File: src/rtl/burst_crc_pkg.sv
package burst_crc_pkg;
  localparam int CRC_W = 16;
  typedef logic [CRC_W-1:0] crc_t;

  // Fold one full word into the CRC, MSB first, one bit per step.
  function automatic crc_t crc_fold(input crc_t cur, input crc_t word, input crc_t poly);
    crc_t c;
    logic fb;
    c = cur;
    for (int i = CRC_W - 1; i >= 0; i--) begin
      fb = c[CRC_W-1] ^ word[i];
      c  = {c[CRC_W-2:0], 1'b0};
      if (fb) c = c ^ poly;
    end
    return c;
  endfunction

  // Saturating increment for the burst counter.
  function automatic int unsigned sat_inc(input int unsigned v, input int unsigned lim);
    return (v >= lim) ? lim : v + 1;
  endfunction
endpackage

File: src/rtl/crc_lane.sv
module crc_lane
  import burst_crc_pkg::*;
#(
  parameter crc_t SEED = 16'h4ABA,
  parameter crc_t POLY = 16'h1021
) (
  input  logic clk,
  input  logic rst_n,
  input  logic reseed,
  input  logic fold,
  input  crc_t word,
  output crc_t crc_q
);
  crc_t base;
  assign base = reseed ? SEED : crc_q;

  always_ff @(posedge clk) begin
    if (!rst_n) begin
      crc_q <= SEED;
    end else if (fold) begin
      crc_q <= crc_fold(base, word, POLY);
    end else if (reseed) begin
      crc_q <= SEED;
    end
  end
endmodule

File: src/rtl/burst_tally.sv
module burst_tally
  import burst_crc_pkg::*;
#(
  parameter int CNT_W = 4
) (
  input  logic             clk,
  input  logic             rst_n,
  input  logic             clear,
  input  logic             bump,
  output logic [CNT_W-1:0] count
);
  localparam int unsigned LIMIT = (1 << CNT_W) - 1;

  always_ff @(posedge clk) begin
    if (!rst_n || clear) begin
      count <= '0;
    end else if (bump) begin
      count <= CNT_W'(sat_inc(int'(count), LIMIT));
    end
  end
endmodule

File: src/rtl/err_capture.sv
module err_capture #(
  parameter int CNT_W = 4
) (
  input  logic             clk,
  input  logic             rst_n,
  input  logic             cmd_start,
  input  logic             cmd_end,
  input  logic             miss,
  input  logic [CNT_W-1:0] cur_burst,
  input  logic             abort_mode,
  output logic             err_q,
  output logic [CNT_W-1:0] idx_q,
  output logic             abort_q
);
  logic first_hit;
  assign first_hit = miss && !err_q;

  always_ff @(posedge clk) begin
    if (!rst_n || cmd_start) begin
      err_q   <= 1'b0;
      idx_q   <= '0;
      abort_q <= 1'b0;
    end else begin
      if (first_hit) begin
        err_q <= 1'b1;
        idx_q <= cur_burst;
      end
      if (miss && abort_mode) begin
        abort_q <= 1'b1;
      end else if (cmd_end) begin
        abort_q <= 1'b0;
      end
    end
  end
endmodule

File: src/rtl/burst_crc_guard.sv
module burst_crc_guard
  import burst_crc_pkg::*;
#(
  parameter int   CNT_W = 4,
  parameter crc_t SEED  = 16'h4ABA,
  parameter crc_t POLY  = 16'h1021
) (
  input  logic             clk,
  input  logic             rst_n,
  input  logic             cmd_start,
  input  logic             cmd_end,
  input  logic             burst_start,
  input  logic             word_valid,
  input  logic [15:0]      word_data,
  input  logic             host_crc_valid,
  input  logic [15:0]      host_crc,
  input  logic             abort_on_err,
  output logic             crc_err,
  output logic [CNT_W-1:0] err_burst,
  output logic             abort_req
);
  crc_t             crc_state;
  logic [CNT_W-1:0] burst_no;
  logic             crc_miss;

  crc_lane #(.SEED(SEED), .POLY(POLY)) u_lane (
    .clk   (clk),
    .rst_n (rst_n),
    .reseed(burst_start),
    .fold  (word_valid),
    .word  (word_data),
    .crc_q (crc_state)
  );

  burst_tally #(.CNT_W(CNT_W)) u_tally (
    .clk  (clk),
    .rst_n(rst_n),
    .clear(cmd_start),
    .bump (burst_start),
    .count(burst_no)
  );

  assign crc_miss = host_crc_valid && (host_crc != crc_state);

  err_capture #(.CNT_W(CNT_W)) u_cap (
    .clk       (clk),
    .rst_n     (rst_n),
    .cmd_start (cmd_start),
    .cmd_end   (cmd_end),
    .miss      (crc_miss),
    .cur_burst (burst_no),
    .abort_mode(abort_on_err),
    .err_q     (crc_err),
    .idx_q     (err_burst),
    .abort_q   (abort_req)
  );
endmodule

File: config.mk
export PLATFORM = sky130hd
export DESIGN_NAME = burst_crc_guard
export DESIGN_NICKNAME = d
export VERILOG_FILES = /design/src/rtl/burst_crc_pkg.sv /design/src/rtl/crc_lane.sv /design/src/rtl/burst_tally.sv /design/src/rtl/err_capture.sv /design/src/rtl/burst_crc_guard.sv
export SDC_FILE = /design/constraint.sdc
export NUM_CORES = 1
export LEC_CHECK = 0
export BUFFER_PORTS_ARGS = -buffer_cell sky130_fd_sc_hd__buf_2
export CAP_MARGIN = 20
export CORE_MARGIN = 2
export CORE_UTILIZATION = 50
export CTS_CLUSTER_DIAMETER = 80
export DETAILED_ROUTE_END_ITERATION = 8
export PLACE_DENSITY = 0.84
export SLEW_MARGIN = 5
export SYNTH_ARGS = -nofsm -noshare
export SYNTH_HDL_FRONTEND = slang
export SYNTH_SLANG_ARGS = --single-unit
File: constraint.sdc
create_clock -name clk -period 2.5 [get_ports clk]
set_input_delay 0.125 -clock clk [delete_from_list [all_inputs] [get_ports clk]]
set_output_delay 0.125 -clock clk [all_outputs]
set_load 0.02 [all_outputs]
---- After elaboration in Yosys (flattened, before gate mapping) ----
Index checks and enable logic that the tools add are counted.
word-level totals
  logic and storage cells ................. 98
  input bits .............................. 40
  register bits ........................... 26
  output and inout bits ................... 6
cells by class
  reduce and logical (&&, ||, !) cells .... 7
  add/subtract/negate cells ............... 1
  equality and inequality tests ........... 1
  multiplexer cells ....................... 51
  bitwise operators ....................... 32
  $lt $le $gt $ge ......................... 1
operators with widths
  kind                   number
  $mux W16               32
  $mux W13               16
  $not A3 Y3             16
  $ne A16 B16 Y1         1
  $xor A1 B1 Y1          16
  $add A4 B1 Y4 const B  1
  $ge A4 B4 Y1 const B   1
  $mux W4                1
  $logic_and A1 B1 Y1    3
  $logic_not A1 Y1       2
  $mux W1                2
  $reduce_bool A2 Y1     1
  $logic_or A1 B1 Y1     1

---- Depth between registers and ports, before layout ----
  word-level depth ........................ 64
  mapped depth ............................ 8
  depth with buffers taken out ............ 6

---- Modules after synthesis ----
A second synthesis with hierarchy kept.
second synthesis, totals
  cell total of the unflattened synthesis .. 203
  area, all modules ....................... 2011.9 um^2
modules (own cells, without submodules)
  module           sequential area each (um^2)  times used  cells an instance  area an instance (um^2)
  crc_lane         320.3                        1           140                1410.1
  err_capture      120.1                        1           22                 229.0
  burst_tally      80.1                         1           20                 196.4
  burst_crc_guard  0.0                          1           21                 176.4

---- Worst setup path after synthesis ----
Ideal clock, no wire load.
  path type ............................... reg-to-reg
  start point ............................. reg u_lane.crc_q[10]
  end point ............................... reg u_lane.crc_q[14]
  library setup time ...................... 0.123 ns
  arrival time ............................ 2.051 ns
  data required time ...................... 2.377 ns
  path buffers ............................ 0
  setup slack ............................. 0.325 ns
  cell stages (with the launch flop) ...... 7
  clock period less this slack ............ 2.175 ns
  path through ............................ dfxtp_1 > xor2_4 > nor2_8 > xnor3_2 > or4_1 > o2111ai_1 > mux2_1
between the ends
  cells in the longest elaborated chain, start to end .. 41
RTL lines
  item                      RTL line             source
  start: declaration        crc_lane.sv:12       output crc_t crc_q
  start signal: assignment  crc_lane.sv:21       crc_q <= crc_fold(base, word, POLY);
  $mux W16 (*)              -
  $mux W13 (*)              burst_crc_pkg.sv:13  if (fb) c = c ^ poly;
  $mux W16 (*)              crc_lane.sv:20       end else if (fold) begin
  $mux W16 (*)              crc_lane.sv:18       if (!rst_n) begin
  $not A3 Y3 (no line)      -
  $mux W13 (*)              burst_crc_pkg.sv:13
  $mux W16 (*)              crc_lane.sv:20
  $mux W16 (*)              crc_lane.sv:18
  [... 25 more ...]         -
  $mux W16 (*)              crc_lane.sv:18
  $xor A1 B1 Y1 (*)         burst_crc_pkg.sv:11  fb = c[CRC_W-1] ^ word[i];
  $mux W13 (*)              burst_crc_pkg.sv:13
  $mux W16 (*)              crc_lane.sv:20
  $mux W16 (*)              crc_lane.sv:18
  $mux W16 (*)              crc_lane.sv:20
  $mux W16 (*)              crc_lane.sv:18
  $mux W16 (*)              crc_lane.sv:20
Every way passes the cells marked *; elsewhere a longest branch is shown, timed or not. The select of a mux whose other input is x is not followed.
A chain may end at the register's enable or synchronous reset.

---- Worst setup path in the final report ----
  start point ............................. reg u_lane.crc_q[14]
  end point ............................... reg u_lane.crc_q[14]
between the ends
  cells in the longest elaborated chain, start to end .. 48
  elaborated cells on any way between the ends .. 51
  those cells by class .................... mux (45); bitwise (6)
RTL lines
  item                  RTL line
  $mux W16 (*)          -
  $mux W16              crc_lane.sv:20
  $mux W16              crc_lane.sv:18
  $xor A1 B1 Y1         burst_crc_pkg.sv:11
  $mux W13              burst_crc_pkg.sv:13
  $mux W16              crc_lane.sv:20
  $mux W16              crc_lane.sv:18
  $mux W13              burst_crc_pkg.sv:13
  [... 32 more ...]     -
  $mux W16              crc_lane.sv:18
  $not A3 Y3 (no line)  -
  $mux W13              burst_crc_pkg.sv:13
  $mux W16              crc_lane.sv:20
  $mux W16              crc_lane.sv:18
  $mux W16              crc_lane.sv:20
  $mux W16              crc_lane.sv:18
  $mux W16 (*)          crc_lane.sv:20
Marked as above.

==> impl_metrics.tcl <==
set metrics [dict create \
    drt_iter0_drc 72 \
    setup_viol 0 \
    worst_slew_pin_slew_ns 0.4449 \
    first_pass_iters 4 \
    drt_wl_total_mm 4.499 \
    period_share_pct 91.17 \
    hold_path_class "primary input to register" \
    cts_hold_buf 0 \
    ctsHtreeMaxLevel 1 \
    crit_family "XOR/XNOR gates" \
    synth_seq_cells 26 \
    mostFrequentLayoutCells "buf_2 (45), xnor2_1 (33), dfxtp_1 (26)" \
    die_w_um 69.19 \
    routedWlPerCell_um 14.90 \
    grt_busiest_layer "met2" \
    cp.depth 6 \
    drcViolationCount 0 \
    port_buffers 45 \
    drive_above_1_share_pct 27.78 \
    rsz0062_at_grt "false" \
    fmax_mhz 438.7 \
    finalNetCount 294 \
    relSlewSlack_pct 70.28 \
    crit_chain "xor2_4, nor2_8, xnor3_2, or4_1, o2111ai_1, mux2_1" \
    grt_overflow 0 \
    postSynth.asyncResetShare_pct 0 \
    ant_nets 0 \
    cts_max_path_buffers 2 \
    p_per_area_nw_per_um2 1070 \
    hold_viol_final 0 \
    met2_usage_pct 34.72 \
    start_util_pct 52.36 \
    cts.sinks 26 \
    grt_usage_pct 19.53 \
    clk_pin_slew_ns 0.10 \
    period_minus_slack_ns 2.279 \
    fp.dieArea_um2 4787 \
    fin_area_um2 2422 \
    use_met3_pct 2.471 \
    post_cts_resized 0 \
    path_buf_inv 0 \
    io_pins 46 \
    critPathKind "register to register" \
    grt_pass1_wl_mm 7.652 \
    seq_area_frac_synth_pct 24.50 \
    synth_edf_count 0 \
    fin_tns_setup_ns 0 \
    postCtsSetupBuffers 0 \
    tritoncts "built" \
    r2r_start "u_lane.crc_q[14]" \
    whs_path_depth 3 \
    synth_nets 253 \
    die_h_um 69.19 \
    hold_path_startpoint "abort_on_err" \
    ir_drop_mv 0.4117 \
    yosysWarnings 0 \
    vias 1629 \
    antenna_found_initial 0 \
    cpPeakStageDelay_ns 0.55 \
    cap_violations 0 \
    yosysUniqueCellTypes 52 \
    layout_commonest_cell "buf_2" \
    status "finished clean" \
    endpoint_kind "register" \
    cp_slowest_cell "dfxtp_1" \
    critPathLaunch "u_lane.crc_q[14]" \
    gp_congestion 0.8553 \
    required_ns 2.67 \
    area_growth_pct 14.02 \
    worst-path-max-fanout 5 \
    leakagePower_nw 1.060 \
    clockRootBuffer "clkbuf_8" \
    n_antenna_cell 0 \
    grt_max_degree 22 \
    grt_pass1_vias 1678 \
    reg2reg_depth 6 \
    nFillCells 347 \
    cp_data_arrival_time_ns 2.45 \
    synth.cell_area_um2 2125 \
    syn_inst 212 \
    dpl.hpwl_mm 3.420 \
    cts_buffers 3 \
    clock_latency_ns 0.27 \
    final_core_util_pct 59.70 \
    placed_cell_area_um2 2351 \
    drt-vias-per-instance 5.394 \
    drv_slew 0 \
    cp-start-kind "register" \
    synth-main-ff-cell "dfxtp_1" \
    skew_ns 0.006080 \
    grt_use_met1_pct 24.06 \
    core_area_um2 4058 \
    rows 23 \
    avgSynthCellArea_um2 10.02 \
]
## cell families (layout without fill, tap and decap cells)
group / count (synthesis) / in the layout / share of synthesized area (%)
flops: 26 / 26 / 24.50
xor+xnor: 66 / 66 / 40.05
buf+inv: 16 / 56 / 5.300
simple gates: 68 / 68 / 17.14
mux: 9 / 9 / 4.417
fa+ha+maj: 1 / 1 / 0.5888
compound gates: 26 / 26 / 8.009
## Yosys cell counts, types with 2 or more instances
library cell  number  area (µm²)
nand3_1            4       20.02
xnor3_2            2       47.55
inv_1              3       11.26
nand4_1            7       43.79
nand2_1            5       18.77
a21oi_1            5       25.02
nand2b_1           2       12.51
a311oi_1           2       17.52
mux2_2             2       22.52
mux2i_1            6       60.06
buf_6              3       33.78
xnor2_4            2       55.05
o21a_1             3       22.52
nor3_1             5       25.02
xnor2_1           33       289.0
xor3_4             2       55.05
xnor3_1            7       157.7
dfxtp_1           26       520.5
o22ai_1            2       12.51
and2_1             2       12.51
nor2_1            25       93.84
a22oi_1            2       15.01
nor2b_1            8       50.05
o21ai_1            3       15.01
xor2_1            13       113.9
o21ai_0            4       20.02
clkbuf_1           5       18.77
xnor2_2            5       81.33
## registers in the layout (all words and copies together), names as in the netlist
name,cells
u_cap.abort_q,1
u_cap.err_q,1
u_cap.idx_q,4
u_lane.crc_q,16
u_tally.count,4
## power breakdown
group	leakage [nW]	switching, W	internal, W	total, W
logic	0.811	0.000694	0.000869	0.00156
registers	0.213	0.000154	0.000522	0.000676
clock network	0.0357	0.000140	0.000214	0.000354
## tightest hold or removal path: stages
cell and delay [ns]:
buf_2 0.07, a21oi_1 0.05, nor2_1 0.07
## stage by stage
step	total power [W]	hold slack, ns	setup slack [ns]	instances
after floorplan	0.001968	0.2642	0.3253	212
after global placement	0.002176	0.3519	0.3099	298
after detailed placement	0.002227	0.3573	0.2446	298
after CTS	0.002604	0.06888	0.2268	302
after global routing	0.002785	0.09492	0.1329	302
final	0.002592	0.07329	0.2207	302
## area by class of cell
class	instances	area, µm²	area share [%]
Clock buffer	3	41.29	1.705
Inverter	4	28.78	1.188
Sequential cell	26	520.5	21.49
Tap cell	50	62.56	2.583
Timing Repair Buffer	48	247.7	10.23
Multi-Input combinational cell	170	1491	61.57
Clock inverter	1	30.03	1.240
## metal layers
metal  vias to the layer above  part of all wire [%]
met5                         -                     0
met4                         0                   2.1
met3                        10                   2.9
met2                        39                    52
met1                       777                    43
li1                        803                     -
## path summary, 6_finish.rpt
check | endpoint | slack [ns]
worst min register to register | u_cap.idx_q[1] | 0.49
worst max-delay path | u_lane.crc_q[14] | 0.22
worst min-delay path | u_cap.abort_q | 0.07
worst max register to register | u_lane.crc_q[14] | 0.22
Note: power is estimated with default switching activity, not from simulation.
